## config.mk

```make
export PLATFORM = sky130hd
export DESIGN_NAME = autocfg_responder
export DESIGN_NICKNAME = d
export VERILOG_FILES = /design/src/rtl/autocfg_pkg.sv /design/src/rtl/autocfg_rom.sv /design/src/rtl/autocfg_ctrl.sv /design/src/rtl/autocfg_responder.sv
export SDC_FILE = /design/constraint.sdc
export NUM_CORES = 1
export LEC_CHECK = 0
export BUFFER_PORTS_ARGS = -buffer_cell sky130_fd_sc_hd__buf_2
export CORE_MARGIN = 3
export CORE_UTILIZATION = 47
export CTS_BUF_LIST = sky130_fd_sc_hd__clkbuf_2
export DETAILED_ROUTE_END_ITERATION = 8
export HOLD_SLACK_MARGIN = 0.03
export PLACE_DENSITY = 0.81
export SLEW_MARGIN = 10
export SYNTH_ARGS = -nofsm -noshare
export SYNTH_HDL_FRONTEND = slang
export SYNTH_SLANG_ARGS = --single-unit
```

## constraint.sdc

```tcl
create_clock -name clk -period 1.2 [get_ports clk]
set_clock_uncertainty 0.15 [all_clocks]
set_input_delay 0.12 -clock clk [delete_from_list [all_inputs] [get_ports clk]]
set_output_delay 0.12 -clock clk [all_outputs]
set_load 0.01 [all_outputs]
```

## src/rtl/autocfg_pkg.sv

```systemverilog
package autocfg_pkg;
  typedef enum logic [1:0] {
    ST_UNCFG = 2'd0,
    ST_CONF  = 2'd1,
    ST_SHUT  = 2'd2
  } ac_state_e;

  localparam logic [7:0] OFS_BASE_WIDE   = 8'h44;
  localparam logic [7:0] OFS_BASE_NARROW = 8'h48;
  localparam logic [7:0] OFS_SHUTUP      = 8'h4C;

  localparam int unsigned SLOT_TYPE   = 0;
  localparam int unsigned SLOT_PROD   = 1;
  localparam int unsigned SLOT_FLAGS  = 2;
  localparam int unsigned SLOT_VEND   = 4;
  localparam int unsigned SLOT_SERIAL = 6;
endpackage

```

## src/rtl/autocfg_rom.sv

```systemverilog
module autocfg_rom
  import autocfg_pkg::*;
#(
  parameter int unsigned AW      = 8,
  parameter logic [7:0]  PRODUCT = 8'd100,
  parameter logic [15:0] VENDOR  = 16'd4626,
  parameter logic [31:0] SERIAL  = 32'd12
) (
  input  logic [AW-1:0] addr,
  input  logic          wide,
  output logic [3:0]    nibble
);
  localparam int unsigned SLOT_W = AW - 2;
  localparam int unsigned SER_BYTES = 4;

  logic [SLOT_W-1:0] slot;
  logic [7:0]        raw;
  logic [7:0]        ser_bytes [SER_BYTES];
  logic [7:0]        stored;

  assign slot = addr[AW-1:2];

  genvar g;
  generate
    for (g = 0; g < SER_BYTES; g++) begin : g_ser
      assign ser_bytes[g] = SERIAL[8*(SER_BYTES-1-g) +: 8];
    end
  endgenerate

  always_comb begin
    raw = 8'h00;
    if (slot == SLOT_W'(SLOT_TYPE)) begin
      raw = wide ? 8'h80 : 8'hC1;
    end else if (slot == SLOT_W'(SLOT_PROD)) begin
      raw = PRODUCT;
    end else if (slot == SLOT_W'(SLOT_FLAGS)) begin
      raw = wide ? 8'h22 : 8'h00;
    end else if (slot == SLOT_W'(SLOT_VEND)) begin
      raw = VENDOR[15:8];
    end else if (slot == SLOT_W'(SLOT_VEND + 1)) begin
      raw = VENDOR[7:0];
    end else begin
      for (int i = 0; i < SER_BYTES; i++) begin
        if (slot == SLOT_W'(SLOT_SERIAL + i)) raw = ser_bytes[i];
      end
    end
  end

  assign stored = (slot == SLOT_W'(SLOT_TYPE)) ? raw : ~raw;
  assign nibble = addr[1] ? stored[3:0] : stored[7:4];
endmodule

```

## src/rtl/autocfg_ctrl.sv

```systemverilog
module autocfg_ctrl
  import autocfg_pkg::*;
#(
  parameter int unsigned AW = 8,
  parameter int unsigned DW = 16,
  parameter int unsigned BW = 16
) (
  input  logic          clk,
  input  logic          rst_n,
  input  logic          wide_in,
  input  logic          bus_wr,
  input  logic [AW-1:0] bus_addr,
  input  logic [DW-1:0] bus_wdata,
  output logic          wide_q,
  output ac_state_e     state_q,
  output logic          hi_q,
  output logic [BW-1:0] base_q
);
  localparam int unsigned NB = 8;

  ac_state_e     state_d;
  logic          hi_d;
  logic [BW-1:0] base_d;
  logic          base_en;
  logic          is_wr;

  assign is_wr = bus_wr && (state_q == ST_UNCFG);

  always_comb begin
    state_d = state_q;
    hi_d    = hi_q;
    base_d  = base_q;
    base_en = 1'b0;
    if (is_wr) begin
      if (bus_addr == AW'(OFS_SHUTUP)) begin
        state_d = ST_SHUT;
      end else if (wide_q && bus_addr == AW'(OFS_BASE_WIDE)) begin
        if (bus_wdata[DW-1]) begin
          state_d = ST_SHUT;
          hi_d    = 1'b1;
        end else begin
          state_d = ST_CONF;
          base_d  = BW'(bus_wdata);
          base_en = 1'b1;
        end
      end else if (!wide_q && bus_addr == AW'(OFS_BASE_NARROW)) begin
        state_d = ST_CONF;
        base_d  = {{(BW-NB){1'b0}}, bus_wdata[NB-1:0]};
        base_en = 1'b1;
      end
    end
  end

  always_ff @(posedge clk or negedge rst_n) begin
    if (!rst_n) begin
      state_q <= ST_UNCFG;
      hi_q    <= 1'b0;
      wide_q  <= 1'b0;
    end else begin
      state_q <= state_d;
      hi_q    <= hi_d;
      if (state_q == ST_UNCFG) wide_q <= wide_in;
    end
  end

  always_ff @(posedge clk or negedge rst_n) begin
    if (!rst_n) begin
      base_q <= '0;
    end else if (base_en) begin
      base_q <= base_d;
    end
  end
endmodule

```

## src/rtl/autocfg_responder.sv

```systemverilog
module autocfg_responder
  import autocfg_pkg::*;
#(
  parameter int unsigned AW      = 8,
  parameter int unsigned DW      = 16,
  parameter int unsigned BW      = 16,
  parameter logic [7:0]  PRODUCT = 8'd100,
  parameter logic [15:0] VENDOR  = 16'd4626,
  parameter logic [31:0] SERIAL  = 32'd12
) (
  input  logic          clk,
  input  logic          rst_n,
  input  logic          slot_wide,
  input  logic          jumper_narrow,
  input  logic          bus_rd,
  input  logic          bus_wr,
  input  logic [AW-1:0] bus_addr,
  input  logic [DW-1:0] bus_wdata,
  output logic          rd_ack,
  output logic [3:0]    rd_nibble,
  output logic          wide_mode,
  output logic          configured,
  output logic          shut_up,
  output logic          hi_base_flag,
  output logic [BW-1:0] base_addr,
  output logic          periph_en,
  output logic          chain_out
);
  localparam int unsigned SYNC_N = 2;

  logic [SYNC_N-1:0] rst_sync_q;
  logic              rst_int_n;
  ac_state_e         state;
  logic              wide_q;
  logic [3:0]        rom_nib;
  logic              ack_d;
  logic              ack_q;
  logic [3:0]        nib_q;

  always_ff @(posedge clk or negedge rst_n) begin
    if (!rst_n) rst_sync_q <= '0;
    else        rst_sync_q <= {rst_sync_q[SYNC_N-2:0], 1'b1};
  end
  assign rst_int_n = rst_sync_q[SYNC_N-1];

  autocfg_ctrl #(.AW(AW), .DW(DW), .BW(BW)) u_ctrl (
    .clk       (clk),
    .rst_n     (rst_int_n),
    .wide_in   (slot_wide & ~jumper_narrow),
    .bus_wr    (bus_wr),
    .bus_addr  (bus_addr),
    .bus_wdata (bus_wdata),
    .wide_q    (wide_q),
    .state_q   (state),
    .hi_q      (hi_base_flag),
    .base_q    (base_addr)
  );

  autocfg_rom #(.AW(AW), .PRODUCT(PRODUCT), .VENDOR(VENDOR), .SERIAL(SERIAL)) u_rom (
    .addr   (bus_addr),
    .wide   (wide_q),
    .nibble (rom_nib)
  );

  assign ack_d = bus_rd && (state == ST_UNCFG);

  always_ff @(posedge clk or negedge rst_int_n) begin
    if (!rst_int_n) begin
      ack_q <= 1'b0;
      nib_q <= 4'h0;
    end else begin
      ack_q <= ack_d;
      if (ack_d) nib_q <= rom_nib;
    end
  end

  assign rd_ack     = ack_q;
  assign rd_nibble  = nib_q;
  assign wide_mode  = wide_q;
  assign configured = (state == ST_CONF);
  assign shut_up    = (state == ST_SHUT);
  assign periph_en  = (state == ST_CONF);
  assign chain_out  = (state != ST_UNCFG);
endmodule

```

# [Yosys cells after proc, flatten, opt, wreduce, memory -nomap -nowiden]
# Index checks and enable logic that the tools add are counted.
[totals] output_inout_bits=27 wordCells=57 input_bits=30 reg_bits=27
[op_classes] n_eq_ne=11 n_mux=22 bitwise=4 n_reduce_logical=13
[op_table] operator="$mux 16" n=3
[op_table] operator="$mux 8" n=6
[op_table] operator="$eq 8x7->1 const B" n=3
[op_table] operator="$eq 6x3->1 const B" n=2
[op_table] operator="$mux 2" n=4
[op_table] operator="$mux 4" n=2
[op_table] operator="$not 8->8" n=1
[op_table] operator="$mux 7" n=1
[op_table] operator="$eq 6x1->1 const B" n=1
[op_table] operator="$eq 6x2->1 const B" n=1
[op_table] operator="$eq 6x4->1 const B" n=1
[op_table] operator="$logic_not 6->1" n=1
[op_table] operator="$mux 6" n=1
[op_table] operator="$mux 1" n=5
[op_table] operator="$reduce_and 5->1" n=1
[op_table] operator="$logic_and 1x1->1" n=4
[op_table] operator="$reduce_and 4->1" n=1
[op_table] operator="$reduce_bool 2->1" n=2
[op_table] operator="$reduce_bool 3->1" n=1
[op_table] operator="$eq 2x1->1 const B" n=1
[op_table] operator="$eq 2x2->1 const B" n=1
[op_table] operator="$logic_not 2->1" n=1
[op_table] operator="$ne 2x2->1 const B" n=1
[op_table] operator="$not 1->1" n=2
[op_table] operator="3 further kinds" n=3

# [Logic depth before layout (Yosys ltp)]
[logic_depth] ltp_word=10 ltp_mapped=5 ltp_nobuf=4

# [By module]
# Synthesis repeated with hierarchy kept, for this count alone.
[hier_totals] hier_cells=86 area_unflattened_um2=1213.7
[modules_own_cells] mod="autocfg_ctrl" cells_each=52 area_per_inst_um2=812.0 instances=1 seq_area_each_um2=475.5
[modules_own_cells] mod="autocfg_responder" cells_each=18 area_per_inst_um2=276.5 instances=1 seq_area_each_um2=175.2
[modules_own_cells] mod="autocfg_rom" cells_each=16 area_per_inst_um2=125.1 instances=1 seq_area_each_um2=0.0

# [Least setup slack after synthesis]
# Ideal clock, no wire load.
[synth_path] path_kind="register to register" from="register u_ctrl.wide_q" to="register u_ctrl.base_q[0]" slack_ps=-530 setup_ps=125 required_ps=925 path_buffers=1 period_less_slack_ps=1730 stages_incl_launch_ff=5 arrival_ps=1455 cell_sequence="dfrtp_1 > and4bb_4 > o2111ai_4 > buf_6 > mux2_4"
[synth_via] elab_chain_cells=7 elab_cells_between_ends=11 cone_classes="eq/ne (1); mux (5); reduce/logical (5)"
[synth_rtl] element="from (decl)" line_no="autocfg_ctrl.sv:14" rtl="output logic wide_q,"
[synth_rtl] element="from (signal assigned)" line_no="autocfg_ctrl.sv:62" rtl="if (state_q == ST_UNCFG) wide_q <= wide_in;"
[synth_rtl] element="$logic_not 1->1" line_no="autocfg_ctrl.sv:46" rtl="end else if (!wide_q && bus_addr == AW'(OFS_BASE_NARROW)) begin"
[synth_rtl] element="$logic_and 1x1->1" line_no="autocfg_ctrl.sv:46"
[synth_rtl] element="$mux 1" line_no="autocfg_ctrl.sv:46"
[synth_rtl] element="$mux 1" line_no="autocfg_ctrl.sv:37" rtl="end else if (wide_q && bus_addr == AW'(OFS_BASE_WIDE)) begin"
[synth_rtl] element="$mux 1" line_no="autocfg_ctrl.sv:35" rtl="if (bus_addr == AW'(OFS_SHUTUP)) begin"
[synth_rtl] element="$mux 1" line_no="autocfg_ctrl.sv:34" rtl="if (is_wr) begin"
[synth_rtl] element="$reduce_and 5->1 (no source line)"
[synth_rtl] element="to (signal assigned)" line_no="autocfg_ctrl.sv:70" rtl="base_q <= base_d;"
[synth_rtl] element="to (decl)" line_no="autocfg_ctrl.sv:17" rtl="output logic [BW-1:0] base_q"
# Several ways; a longest one is shown, not always the timed one.
# A chain may end at the register's enable or synchronous reset.

# [Worst setup path after layout]
[layout_path] from="register u_ctrl.state_q[0]" to="register u_ctrl.base_q[9]"
[layout_via] elab_chain_cells=4
[layout_rtl] element="from (decl)" line_no="autocfg_ctrl.sv:15" rtl="output ac_state_e state_q,"
[layout_rtl] element="from (signal assigned)" line_no="autocfg_ctrl.sv:60" rtl="state_q <= state_d;"
[layout_rtl] element="$logic_not 2->1 (*)" line_no="autocfg_ctrl.sv:27" rtl="assign is_wr = bus_wr && (state_q == ST_UNCFG);"
[layout_rtl] element="$logic_and 1x1->1 (*)" line_no="autocfg_ctrl.sv:27"
[layout_rtl] element="$mux 1" line_no="autocfg_ctrl.sv:34"
[layout_rtl] element="$reduce_and 5->1 (no source line) (*)"
# Mark *: on every way between the ends. The rest lies on a longest branch, timed or not.

==> impl_metrics.tcl <==
set metrics [dict create \
    fin_hold_ws_ps -74.0 \
    num_io_pins 57 \
    numCtsBuffers 3 \
    async_reset_ff_frac 1.00 \
    cpPeakStageDelay_ps 510 \
    yosysWarnings 0 \
    synth_top_area_share 0.547 \
    clock_sinks 26 \
    grt_max_degree 17 \
    p_leak_uw 0.00115 \
    die_w_um 56.3 \
    r2r_start "u_ctrl.state_q[0]$_DFFE_PN0P_" \
    die_area_um2 3170 \
    crit_family "flip-flops" \
    hpwl_mm 2.36 \
    hold_buffers 22 \
    period_share 1.40 \
    synth_cells 91 \
    synth_edf_count 0 \
    crit_type "flip-flop to flip-flop" \
    final_nets 235 \
    startpoint "u_ctrl.state_q[0]$_DFFE_PN0P_" \
    grt_use_total 0.277 \
    yosys_register_bits 26 \
    clkTransAtPathRegs_ps 270 \
    synth_area_leaders "dfrtp_1 (55%), mux2_2 (5.7%), a22o_1 (5.2%)" \
    syn_to_final_growth_pct 86.7 \
    worst_slack_ps -485 \
    synth_area_um2 1190 \
    synth_cell_types 36 \
    hp-class "input pin to flip-flop" \
    worst_ep_arrival_time_ps 1870 \
    period_needed_ps 1680 \
    required_ps 1380 \
    grt_overflow 0 \
    drtIter0Drc 108 \
    cellPowerDensity_nw_per_um2 1010 \
    syn_area_per_cell_um2 13.1 \
    maxSlewHeadroom 0.535 \
    drtPass1Iterations 4 \
    syn_nets 121 \
    met2_length_mm 3.04 \
    gp_congestion 0.724 \
    drive_gt1_frac 0.627 \
    cts_max_level 1 \
    wire_per_inst_um 26.6 \
    violations "negative hold slack, negative setup slack" \
    hp-start "bus_addr[2]" \
    path_cells "nor2_4, buf_12, o2111ai_4, buf_6, a22o_1" \
    initial_utilization 0.517 \
    wl_met1_mm 1.93 \
    fillers 47 \
    cts_tree "done" \
    cp_slowest_cell "dfrtp_1" \
    clk-insertion-delay-late_ps 400 \
    vdd_drop_max_uv 1030 \
    fin_util 0.966 \
    synth_flop_cell "dfrtp_1" \
    drtAntennaViolNets 0 \
    crit_path_start_kind "flip-flop" \
    core_um2 2300 \
    antenna_found_initial 0 \
    cp_max_fo 8 \
    vias 1454 \
    clockBufferDepth 2 \
    setup_viol_count_final 50 \
    max_cap_viol_count 0 \
    rows 17 \
    numPortBuffers 55 \
    slew_violations 0 \
    path_buf_inv 2 \
    via_per_inst 6.27 \
    final_area_um2 2220 \
    yosysSeqAreaShare 0.547 \
    max_freq_mhz 593 \
    grt_pass1_vias 1416 \
    crit_path_end_kind "flip-flop" \
    top_layer_used "met4" \
    n_antenna_cell 0 \
    drcViolationCount 0 \
    yosysTopAreaCell "dfrtp_1" \
    status "finished, violations left" \
    route.met3.wl_um 563 \
    die_h_um 56.3 \
    post_dp_cell_area_um2 1600 \
    grt_pass1_wl_mm 6.86 \
    rsz0062_at_grt "true" \
    worst_pin_slew_ps 688 \
    cts_root_buf "clkbuf_2" \
    finalWirelength_mm 6.18 \
    hold_viol 1 \
]
==> per-layer routing <==
metal	up-vias	global-route usage
met4	0	0.0678
met2	142	0.531
met3	56	0.0529
met1	688	0.311
li1	568	-
met5	-	0
==> stage by stage <==
| step | hold WS [ps] | setup slack, ps | cells | setup TNS (ps) | power, uW |
|---|---|---|---|---|---|
| 2_1_floorplan | -326 | -477 | 91 | -6500 | 1150 |
| 3_3_place_gp | -245 | -401 | 184 | -7330 | 1320 |
| 3_5_place_dp | -242 | -459 | 184 | -8050 | 1340 |
| 4_1_cts | -103 | -420 | 224 | -9650 | 2090 |
| 5_1_grt | -100 | -528 | 232 | -14150 | 2300 |
| 6_report | -74.0 | -485 | 232 | -12730 | 2240 |
==> cells by family after synthesis <==
logic type      synth area share
mux                       0.0821
other cells              0.00632
flops                      0.547
buf+inv                   0.0421
simple gates               0.178
compound gates             0.144
==> final cells by class <==
class                      count  area [um^2]  area share
timing repair buffer         113          841       0.379
sequential                    26          652       0.294
multi-input combinational     58          633       0.285
tap                           28         35.0      0.0158
clock inverter                 1         30.0      0.0135
clock buffer                   3         15.0     0.00676
inverter                       3         13.8     0.00620
==> path summary, 6_finish.rpt <==
kind / endpoint / slack [ps] / cells after the start
setup / recovery: u_ctrl.base_q[9]$_DFFE_PN0P_ / -480 / 5
hold / removal: u_ctrl.state_q[1]$_DFFE_PN0P_ / -70 / 2
setup reg to reg: u_ctrl.base_q[9]$_DFFE_PN0P_ / -480 / 5
hold reg to reg: u_ctrl.base_q[4]$_DFFE_PN0P_ / 30 / 0
max in group asynchronous: rst_sync_q[0]$_DFF_PN0_ / 360 / 3
min in group asynchronous: u_ctrl.base_q[4]$_DFFE_PN0P_ / 30 / 0
==> flip-flops by register name, summed over array words and instances, names as in the netlist <==
| signal | count |
|---|---|
| u_ctrl.wide_q | 1 |
| rd_ack | 1 |
| u_ctrl.hi_q | 1 |
| u_ctrl.base_q | 15 |
| u_ctrl.state_q | 2 |
| rd_nibble | 4 |
| rst_sync_q | 2 |
==> placed cells by master, fill, tap and decap left out, drive strengths merged <==
cell,n
buf,91
dfrtp,26
dlygate4sd3,22
mux2,8
a22o,7
nand2,5
clkbuf,3
nor2b,3
o31ai,3
inv,3
nor3b,3
or3b,2
and4,2
nand2b,2
nor3,2
conb,2
nor4b,2
o2111ai,2
o21ai,2
nor2,1
and4bb,1
and3,1
a41o,1
a21o,1
a31o,1
or4,1
or2b,1
a221oi,1
nand4bb,1
nand3b,1
a2111oi,1
a211oi,1
bufinv,1
==> cell usage after synthesis (2+ instances only) <==
master / n
nand2b_1: 2
clkbuf_1: 2
nor3_1: 2
mux2_4: 2
and4_1: 2
nor3b_2: 2
dfrtp_1: 26
a22o_1: 7
o31ai_1: 3
nor2b_1: 3
mux2_2: 6
buf_4: 2
inv_1: 3
o21ai_0: 2
nand2_1: 5
conb_1: 2
==> what timing repair did <==
| action | CTS | global route |
|---|---|---|
| buffers inserted | 12 | 10 |
| gates resized for setup | 25 | 10 |
| endpoints found under the setup margin | 50 | 50 |
| gates cloned | 2 | 0 |
| pin swaps | 9 | 5 |
| endpoints found under the hold margin | 22 | 1 |
==> report_power, final <==
group | switching (uW) | internal [uW]
clock network | 299 | 286
logic | 315 | 359
registers | 50.2 | 933
total | 664 | 1580
No activity file was read; power rests on OpenSTA's default activity.
